==> src/rtl/twc_pkg.sv <==
package twc_pkg;

    localparam int BYTE_W = 8;
    localparam int STAT_W = 5;
    localparam int PRE_W  = 2;
    localparam int SEL_W  = 2;

    // control register bit positions (software visible layout)
    localparam int CB_DONE = 7;
    localparam int CB_ACK  = 6;
    localparam int CB_STA  = 5;
    localparam int CB_STO  = 4;
    localparam int CB_WCOL = 3;
    localparam int CB_EN   = 2;
    localparam int CB_IE   = 0;

    localparam logic [STAT_W-1:0] STAT_RST = '1;

    typedef enum logic [SEL_W-1:0] {
        SEL_CTRL = 2'd0,
        SEL_STAT = 2'd1,
        SEL_DATA = 2'd2,
        SEL_NONE = 2'd3
    } reg_sel_e;

    typedef struct packed {
        logic ack_en;
        logic start;
        logic stop;
        logic en;
        logic ie;
    } ctrl_bits_t;

    typedef struct packed {
        logic addr_match;
        logic gcall;
        logic byte_rx;
        logic rx_mode;
    } rx_evt_t;

    function automatic logic [BYTE_W-1:0] pack_ctrl(ctrl_bits_t c, logic done, logic wcol);
        logic [BYTE_W-1:0] v;
        v          = '0;
        v[CB_DONE] = done;
        v[CB_ACK]  = c.ack_en;
        v[CB_STA]  = c.start;
        v[CB_STO]  = c.stop;
        v[CB_WCOL] = wcol;
        v[CB_EN]   = c.en;
        v[CB_IE]   = c.ie;
        return v;
    endfunction

    function automatic ctrl_bits_t unpack_ctrl(logic [BYTE_W-1:0] w);
        ctrl_bits_t c;
        c.ack_en = w[CB_ACK];
        c.start  = w[CB_STA];
        c.stop   = w[CB_STO];
        c.en     = w[CB_EN];
        c.ie     = w[CB_IE];
        return c;
    endfunction

    function automatic logic ack_wanted(rx_evt_t e, logic gc_en);
        return e.addr_match | (e.gcall & gc_en) | (e.byte_rx & e.rx_mode);
    endfunction

endpackage

==> src/rtl/twc_ack_gen.sv <==
module twc_ack_gen
    import twc_pkg::*;
(
    input  logic    clk,
    input  logic    rst,
    input  logic    en,
    input  logic    ack_en,
    input  logic    gc_en,
    input  rx_evt_t evt,
    output logic    ack
);

    logic cause;

    always_comb begin
        cause = ack_wanted(evt, gc_en);
        ack   = en & ack_en & cause;
    end


    ack_off_chk: assert property (@(posedge clk) disable iff (rst)
        !ack_en |-> !ack);


    gcall_ignored_chk: assert property (@(posedge clk) disable iff (rst)
        (!gc_en && !evt.addr_match && !(evt.byte_rx && evt.rx_mode)) |-> !ack);

endmodule

==> src/rtl/twc_flag_unit.sv <==
module twc_flag_unit
    import twc_pkg::*;
(
    input  logic              clk,
    input  logic              rst,
    input  logic              kill,
    input  logic              set,
    input  logic              clr,
    input  logic              data_wr,
    input  logic [BYTE_W-1:0] wdata,
    output logic              done_q,
    output logic              wcol_q,
    output logic [BYTE_W-1:0] data_q
);

    always_ff @(posedge clk) begin
        if (rst) begin
            done_q <= 1'b0;
            wcol_q <= 1'b0;
            data_q <= '0;
        end else begin
            if (kill)
                done_q <= 1'b0;
            else if (set)
                done_q <= 1'b1;
            else if (clr)
                done_q <= 1'b0;

            if (data_wr) begin
                wcol_q <= ~done_q;
                if (done_q)
                    data_q <= wdata;
            end
        end
    end


    wcol_set_chk: assert property (@(posedge clk) disable iff (rst)
        (data_wr && !done_q) |=> (wcol_q && $stable(data_q)));


    wcol_clr_chk: assert property (@(posedge clk) disable iff (rst)
        (data_wr && done_q) |=> (!wcol_q && data_q == $past(wdata)));


    done_clr_chk: assert property (@(posedge clk) disable iff (rst)
        (clr && !set) |=> !done_q);


    done_set_wins_chk: assert property (@(posedge clk) disable iff (rst)
        (set && !kill) |=> done_q);

endmodule

==> src/rtl/twc_ctrl_regs.sv <==
module twc_ctrl_regs
    import twc_pkg::*;
(
    input  logic              clk,
    input  logic              rst,
    input  logic              reg_we,
    input  logic [SEL_W-1:0]  reg_sel,
    input  logic [BYTE_W-1:0] reg_wdata,
    output logic [BYTE_W-1:0] ctrl_rd,
    output logic [BYTE_W-1:0] status_rd,
    output logic [BYTE_W-1:0] data_rd,
    input  logic              gcall_en,
    input  logic              global_ie,
    input  logic              eng_addr_match,
    input  logic              eng_gcall,
    input  logic              eng_byte_rx,
    input  logic              eng_rx_mode,
    input  logic              eng_done,
    input  logic [STAT_W-1:0] eng_status,
    input  logic              eng_stop_done,
    output logic              ack_drive,
    output logic              irq,
    output logic              stall,
    output logic              bus_en,
    output logic              start_req,
    output logic              stop_req,
    output logic [PRE_W-1:0]  prescale
);

    localparam int PAD_W = BYTE_W - STAT_W - PRE_W;

    reg_sel_e          sel;
    logic              wr_ctrl, wr_stat, wr_data;
    ctrl_bits_t        cb_q, cb_nxt;
    logic [STAT_W-1:0] code_q;
    logic [PRE_W-1:0]  pre_q;
    logic              done_set, done_clr;
    logic              done_q, wcol_q;
    logic [BYTE_W-1:0] data_q;
    rx_evt_t           evt;

    always_comb begin
        sel     = reg_sel_e'(reg_sel);
        wr_ctrl = reg_we && (sel == SEL_CTRL);
        wr_stat = reg_we && (sel == SEL_STAT);
        wr_data = reg_we && (sel == SEL_DATA);
    end

    // next control bits: stop completion first, software write overrides,
    // a cleared enable forces the requests low
    always_comb begin
        cb_nxt = cb_q;
        if (eng_stop_done)
            cb_nxt.stop = 1'b0;
        if (wr_ctrl)
            cb_nxt = unpack_ctrl(reg_wdata);
        if (!cb_nxt.en) begin
            cb_nxt.start = 1'b0;
            cb_nxt.stop  = 1'b0;
        end
    end

    always_ff @(posedge clk) begin
        if (rst)
            cb_q <= '0;
        else
            cb_q <= cb_nxt;
    end

    assign done_set = eng_done & cb_q.en & cb_nxt.en;
    assign done_clr = wr_ctrl & reg_wdata[CB_DONE];

    always_ff @(posedge clk) begin
        if (rst) begin
            code_q <= STAT_RST;
            pre_q  <= '0;
        end else begin
            if (done_set)
                code_q <= eng_status;
            if (wr_stat)
                pre_q <= reg_wdata[PRE_W-1:0];
        end
    end

    twc_flag_unit u_flags (
        .clk     (clk),
        .rst     (rst),
        .kill    (~cb_nxt.en),
        .set     (done_set),
        .clr     (done_clr),
        .data_wr (wr_data),
        .wdata   (reg_wdata),
        .done_q  (done_q),
        .wcol_q  (wcol_q),
        .data_q  (data_q)
    );

    always_comb begin
        evt.addr_match = eng_addr_match;
        evt.gcall      = eng_gcall;
        evt.byte_rx    = eng_byte_rx;
        evt.rx_mode    = eng_rx_mode;
    end

    twc_ack_gen u_ack (
        .clk    (clk),
        .rst    (rst),
        .en     (cb_q.en),
        .ack_en (cb_q.ack_en),
        .gc_en  (gcall_en),
        .evt    (evt),
        .ack    (ack_drive)
    );

    always_comb begin
        ctrl_rd   = pack_ctrl(cb_q, done_q, wcol_q);
        status_rd = {code_q, {PAD_W{1'b0}}, pre_q};
        data_rd   = data_q;
        irq       = done_q & cb_q.ie & global_ie;
        stall     = done_q & cb_q.en;
        bus_en    = cb_q.en;
        start_req = cb_q.start;
        stop_req  = cb_q.stop;
        prescale  = pre_q;
    end


    irq_needs_flag_chk: assert property (@(posedge clk) disable iff (rst)
        irq |-> (stall && ctrl_rd[CB_IE] && global_ie));


    abort_chk: assert property (@(posedge clk) disable iff (rst)
        (wr_ctrl && !reg_wdata[CB_EN]) |=>
            (!bus_en && !start_req && !stop_req && !stall && !ack_drive));


    status_ro_chk: assert property (@(posedge clk) disable iff (rst)
        (wr_stat && !done_set) |=>
            ($stable(status_rd[BYTE_W-1:PRE_W]) && prescale == $past(reg_wdata[PRE_W-1:0])));


    stop_clear_chk: assert property (@(posedge clk) disable iff (rst)
        (eng_stop_done && !wr_ctrl) |=> !stop_req);

endmodule

==> config.mk <==
export PLATFORM = sky130hd
export DESIGN_NAME = twc_ctrl_regs
export DESIGN_NICKNAME = d
export VERILOG_FILES = /design/src/rtl/twc_pkg.sv /design/src/rtl/twc_ack_gen.sv /design/src/rtl/twc_flag_unit.sv /design/src/rtl/twc_ctrl_regs.sv
export SDC_FILE = /design/constraint.sdc
export NUM_CORES = 1
export LEC_CHECK = 0
export ABC_CLOCK_PERIOD_IN_PS = 1800
export BUFFER_PORTS_ARGS = -buffer_cell sky130_fd_sc_hd__buf_2
export CAP_MARGIN = 10
export CORE_MARGIN = 10
export CORE_UTILIZATION = 45
export DETAILED_ROUTE_END_ITERATION = 7
export GPL_TIMING_DRIVEN = 0
export PLACE_DENSITY = 0.79
export SLEW_MARGIN = 10
export SYNTH_ARGS = -nofsm -noshare
export SYNTH_HDL_FRONTEND = slang
export SYNTH_SLANG_ARGS = --single-unit
==> constraint.sdc <==
create_clock -name clk -period 1.8 [get_ports clk]
set_input_delay 0.18 -clock clk [delete_from_list [all_inputs] [get_ports clk]]
set_output_delay 0.18 -clock clk [all_outputs]
set_load 0.02 [all_outputs]
Word level (Yosys, flattened, before mapping):

Cells that the tools add are included.

* output and inout bits: 32
* register bits: 22
* logic and storage cells: 38

* bitwise operators: 14
* reduce and logical (&&, ||, !) cells: 8
* mux-type cells: 4
* eq/ne operators: 2

Operators with widths (number)
* $and 1x1->1: 10
* $reduce_bool 2->1: 2
* $logic_and 1x1->1: 3
* $mux 1: 3
* $mux 3: 1
* $eq 2x1->1 const B: 1
* $eq 2x2->1 const B: 1
* $logic_not 2->1: 1
* $not 1->1: 2
* $or 1x1->1: 2
* $reduce_and 2->1: 1
* $reduce_or 2->1: 1

Longest topological paths before layout:

* depth after elaboration: 5
* depth in mapped cells: 4

By module:

From an unflattened synthesis, not the netlist that was laid out.

* cells, all modules: 115
* area, all modules: 1082.3 µm²

By module, submodules not included
* twc_ctrl_regs: cells an instance 67, area each 608.1 µm², sequential area each 240.2 µm², instances 1
* twc_flag_unit: cells an instance 45, area each 451.7 µm², sequential area each 200.2 µm², instances 1
* twc_ack_gen: cells an instance 3, area each 22.5 µm², sequential area each 0.0 µm², instances 1

Least setup slack after synthesis:

OpenSTA, ideal clock, no wires.

* path kind: reg-to-reg
* start point: register cb_q (netlist bit bus_en)
* end point: register code_q[0]
* path buffers: 1
* setup slack: 0.602 ns
* required time: 1.721 ns
* stages on the path, launching flop included: 5
* arrival time: 1.119 ns
* setup time: 0.079 ns
* path through: dfxtp_1 nand2_1 or2_0 buf_2 o211ai_1

* word-level cells in the longest chain between the ends: 2
* elaborated cells on any way between the ends: 3
* those cells by class: mux: 1; bitwise: 2

RTL lines
* from (decl): line twc_ctrl_regs.sv:34 `ctrl_bits_t cb_q, cb_nxt;`
* from (signal assigned): line twc_ctrl_regs.sv:67 `cb_q <= cb_nxt;`
* $and 1x1->1 / $mux 3 (equally long branches): line twc_ctrl_regs.sv:70, twc_ctrl_regs.sv:55
* $and 1x1->1 (*): line twc_ctrl_regs.sv:70 `assign done_set = eng_done & cb_q.en & cb_nxt.en;`
* to (signal assigned): line twc_ctrl_regs.sv:79 `code_q <= eng_status;`
* to (decl): line twc_ctrl_regs.sv:35 `logic [STAT_W-1:0] code_q;`

Mark *: on every way between the ends. The rest lies on a longest branch, timed or not.
A chain may end at the register's enable or synchronous reset.

Final worst setup path:

* start point: register cb_q (netlist bit bus_en)
* end point: output ack_drive

* word-level cells in the longest chain between the ends: 2

RTL lines
* $and 1x1->1 (2 in a row): line twc_ack_gen.sv:17 `ack = en & ack_en & cause;`
* to (decl): line twc_ctrl_regs.sv:21 `output logic ack_drive,`

Every way passes these cells.

==> results by group <==
Outcome
  • Outcome: finished, final reports clean

Clock network
  • Number of gates resized after CTS: 0
  • Hold_buf cts: 0
  • Clock Tree Buf Depth: 2
  • Number of CTS-inserted buffers: 3
  • Postcts setup bufs: 0
  • CTS clk-pin slew, worst paths: about 120 ps
  • H-tree level count: 1
  • Worst skew pair latency: roughly 300 ps
  • TritonCTS clock tree: done
  • Root buffer cell: clkbuf_4
  • Clock sink count: 22

Layout
  • Sequential Area: about 440 um^2
  • Area used by multi-input combinational logic: between 400 and 500 um^2
  • Antenna cells: 0
  • Core Util, Final: 0.666
  • Fill cells: between 150 and 200
  • Syn-to-layout area delta: 37.8%
  • Design Area, Final: 1330 um^2
  • Layout cells sized above 1: 0.427
  • NumNets Final: 198

Die
  • Die Y: 66.4 um
  • Num rows: 16
  • Die area: around 4400 um^2
  • Initial Util: 0.483
  • Core ar.: between 2000 and 2500 um^2
  • Die X: 66.4 um
  • # IOs: 58

Yosys
  • Prevailing post-synth register cell: dfxtp_1
  • Avg Inst Size Synth: 8.71 um^2
  • Top cells by area, synth: dfxtp_1, buf_4, nand2_1
  • Top-count cell post-synth: dfxtp_1
  • Syn Inst Count: about 110
  • Synth Warn #: 0
  • Share of the synthesized area in the top cell type: 0.455
  • Post-synth top cells: dfxtp_1, nand2_1, a21oi_1, buf_4, inv_1
  • Synth area leader: dfxtp_1
  • Netlist cell types: 24
  • Async set-reset flop share out of synthesis: 0
  • Register area share after synthesis: 0.455
  • Mapped cell area: around 970 um^2
  • Number of synthesized flops with an enable pin: 0
  • Seq cells post-synth: 22

Placed design
  • Pre-CTS setup slack: 441 ps
  • Dpl hpwl: about 2200 um
  • Gp weighted congestion: approximately 0.7
  • Placed cell areas: 1280 um^2
  • IO buf count: 55

Routing
  • DR pass1 iterations: 4
  • DR iter-0 viols: 31
  • Wire length per cell: around 13 um
  • Vias: a little over 900
  • Final ANT Viol Nets: 0
  • Final wirelength: 2650 um
  • Vias/cell: approximately 4.6
  • Post-route DRC: 0

Min path
  • Hold/Removal Path Class: primary input to flop
  • Hold path startpoint: reg_wdata[3]

STA
  • RSZ-0062 raised after global routing: no
  • Fmax achieved: between 0.8 and 0.9 GHz
  • Fin. Hold Viols: 0
  • Total negative slack: 0 ps
  • Slew headroom: 0.663
  • Tmin final: approximately 1200 ps
  • Worst-Margin Slew: around 500 ps
  • Final setup fails: 0
  • Max-slew violation total from the final report: 0
  • Clk_skew: ~9.0 ps
  • Final period util: 0.689
  • Final worst slack: between 500 and 600 ps

Worst setup path
  • Worst EP arrival: 1060 ps
  • Critical path class: flop to output port
  • CP max FO: 6
  • Startpoint Class: flop
  • Required @ worst endpoint: 1620 ps
  • CP endpoint kind: output port
  • Worst reg2reg path startpoint: bus_en$_SDFF_PP0_
  • CP startpoint: bus_en$_SDFF_PP0_

Global route
  • Largest net degree at the start of global routing: 14
  • Overall Global Routing Usage: 0.117
  • Antenna violations before repair: 0
  • Vias in the first global route: roughly 940
  • Global-route wire length before repair: 4230 um
  • Grt total ovfl: 0

Pwr
  • Pleak: slightly below 0.7 nW
  • Worst VDD drop: 473 uV
  • PwrDens: roughly 730 nW/um^2
  • Total power: slightly below 1 mW

Job
  • Max Cap Viol: 0
## where the power goes
| group | internal, mW | switching, mW | leakage (nW) |
|---|---|---|---|
| combinational | 0.0504 | 0.0590 | 0.477 |
| sequential | 0.495 | 0.00534 | 0.178 |
| clock | 0.225 | 0.143 | 0.0279 |
| total | 0.770 | 0.207 | 0.683 |
## through the flow
step                      cells  hold WS [ps]
final                       198           100
after global routing        198           113
after CTS                   198          94.6
after detailed placement    194           434
after global placement      194           430
after floorplan             112           249
## area by class of cell
cell class | instances | share of cell area
buffer | 13 | 0.0667
clock inverter | 1 | 0.0225
tap | 27 | 0.0254
multi-input combinational | 69 | 0.309
sequential | 22 | 0.331
timing repair buffer | 55 | 0.207
inverter | 8 | 0.0225
clock buffer | 3 | 0.0169
## cell usage in the layout (no fill, tap or decap)
master,synthesis,routed
conb_1,1,2
mux2i_1,7,7
or3b_1,1,1
buf_4,10,10
o211ai_1,5,5
clkbuf_4,0,3
a21o_1,1,1
buf_2,2,57
inv_1,8,8
bufinv_16,0,1
clkbuf_1,1,1
nand3b_1,2,2
dfxtp_1,22,22
nor4b_2,1,1
nor2b_1,2,2
and4b_1,1,1
nand2_1,19,19
a221oi_1,1,1
and2_1,1,1
nor2_1,7,7
nor3b_4,1,1
or2_0,1,1
nand4b_1,1,1
a21oi_1,10,10
and3_1,1,1
o21ai_0,5,5
## per-layer routing
layer | vias to the layer above | GRT usage | part of all wire
met4 | 0 | 0.0393 | 0.0034
met2 | 38 | 0.197 | 0.47
met3 | 2 | 0.0576 | 0.12
met5 | - | 0 | 0
met1 | 398 | 0.124 | 0.41
li1 | 476 | - | -
## worst max-delay path, cell delays in order, from the launching register on
cell and delay, ps:
dfxtp_1 450, nand2_1 80, nor2_1 70, buf_2 160
## flip-flops by register name, summed over array words and instances, names as in the netlist
name            count
u_flags.done_q      1
code_q              5
u_flags.data_q      8
stop_req            1
prescale            2
u_flags.wcol_q      1
bus_en              1
ctrl_rd             2
start_req           1
## cells by family after synthesis
group / after synthesis / synth area share
buffers and inverters: 21 / 0.123
and+or+nand+nor: 38 / 0.212
DFF: 22 / 0.455
muxes: 7 / 0.0724
AOI/OAI and AO/OA: 22 / 0.133
other: 1 / 0.00388
## path summary, 6_finish.rpt
| path | to | slack, ps | cells past startpoint |
|---|---|---|---|
| hold / removal | u_flags.data_q[3]$_SDFFE_PP0P_ | 100 | 3 |
| setup / recovery | ack_drive | 560 | 3 |
| setup reg to reg | code_q[0]$_SDFFE_PP1P_ | 560 | 4 |
| hold reg to reg | u_flags.data_q[4]$_SDFFE_PP0P_ | 460 | 2 |
Power figures use the tool's default switching activity.
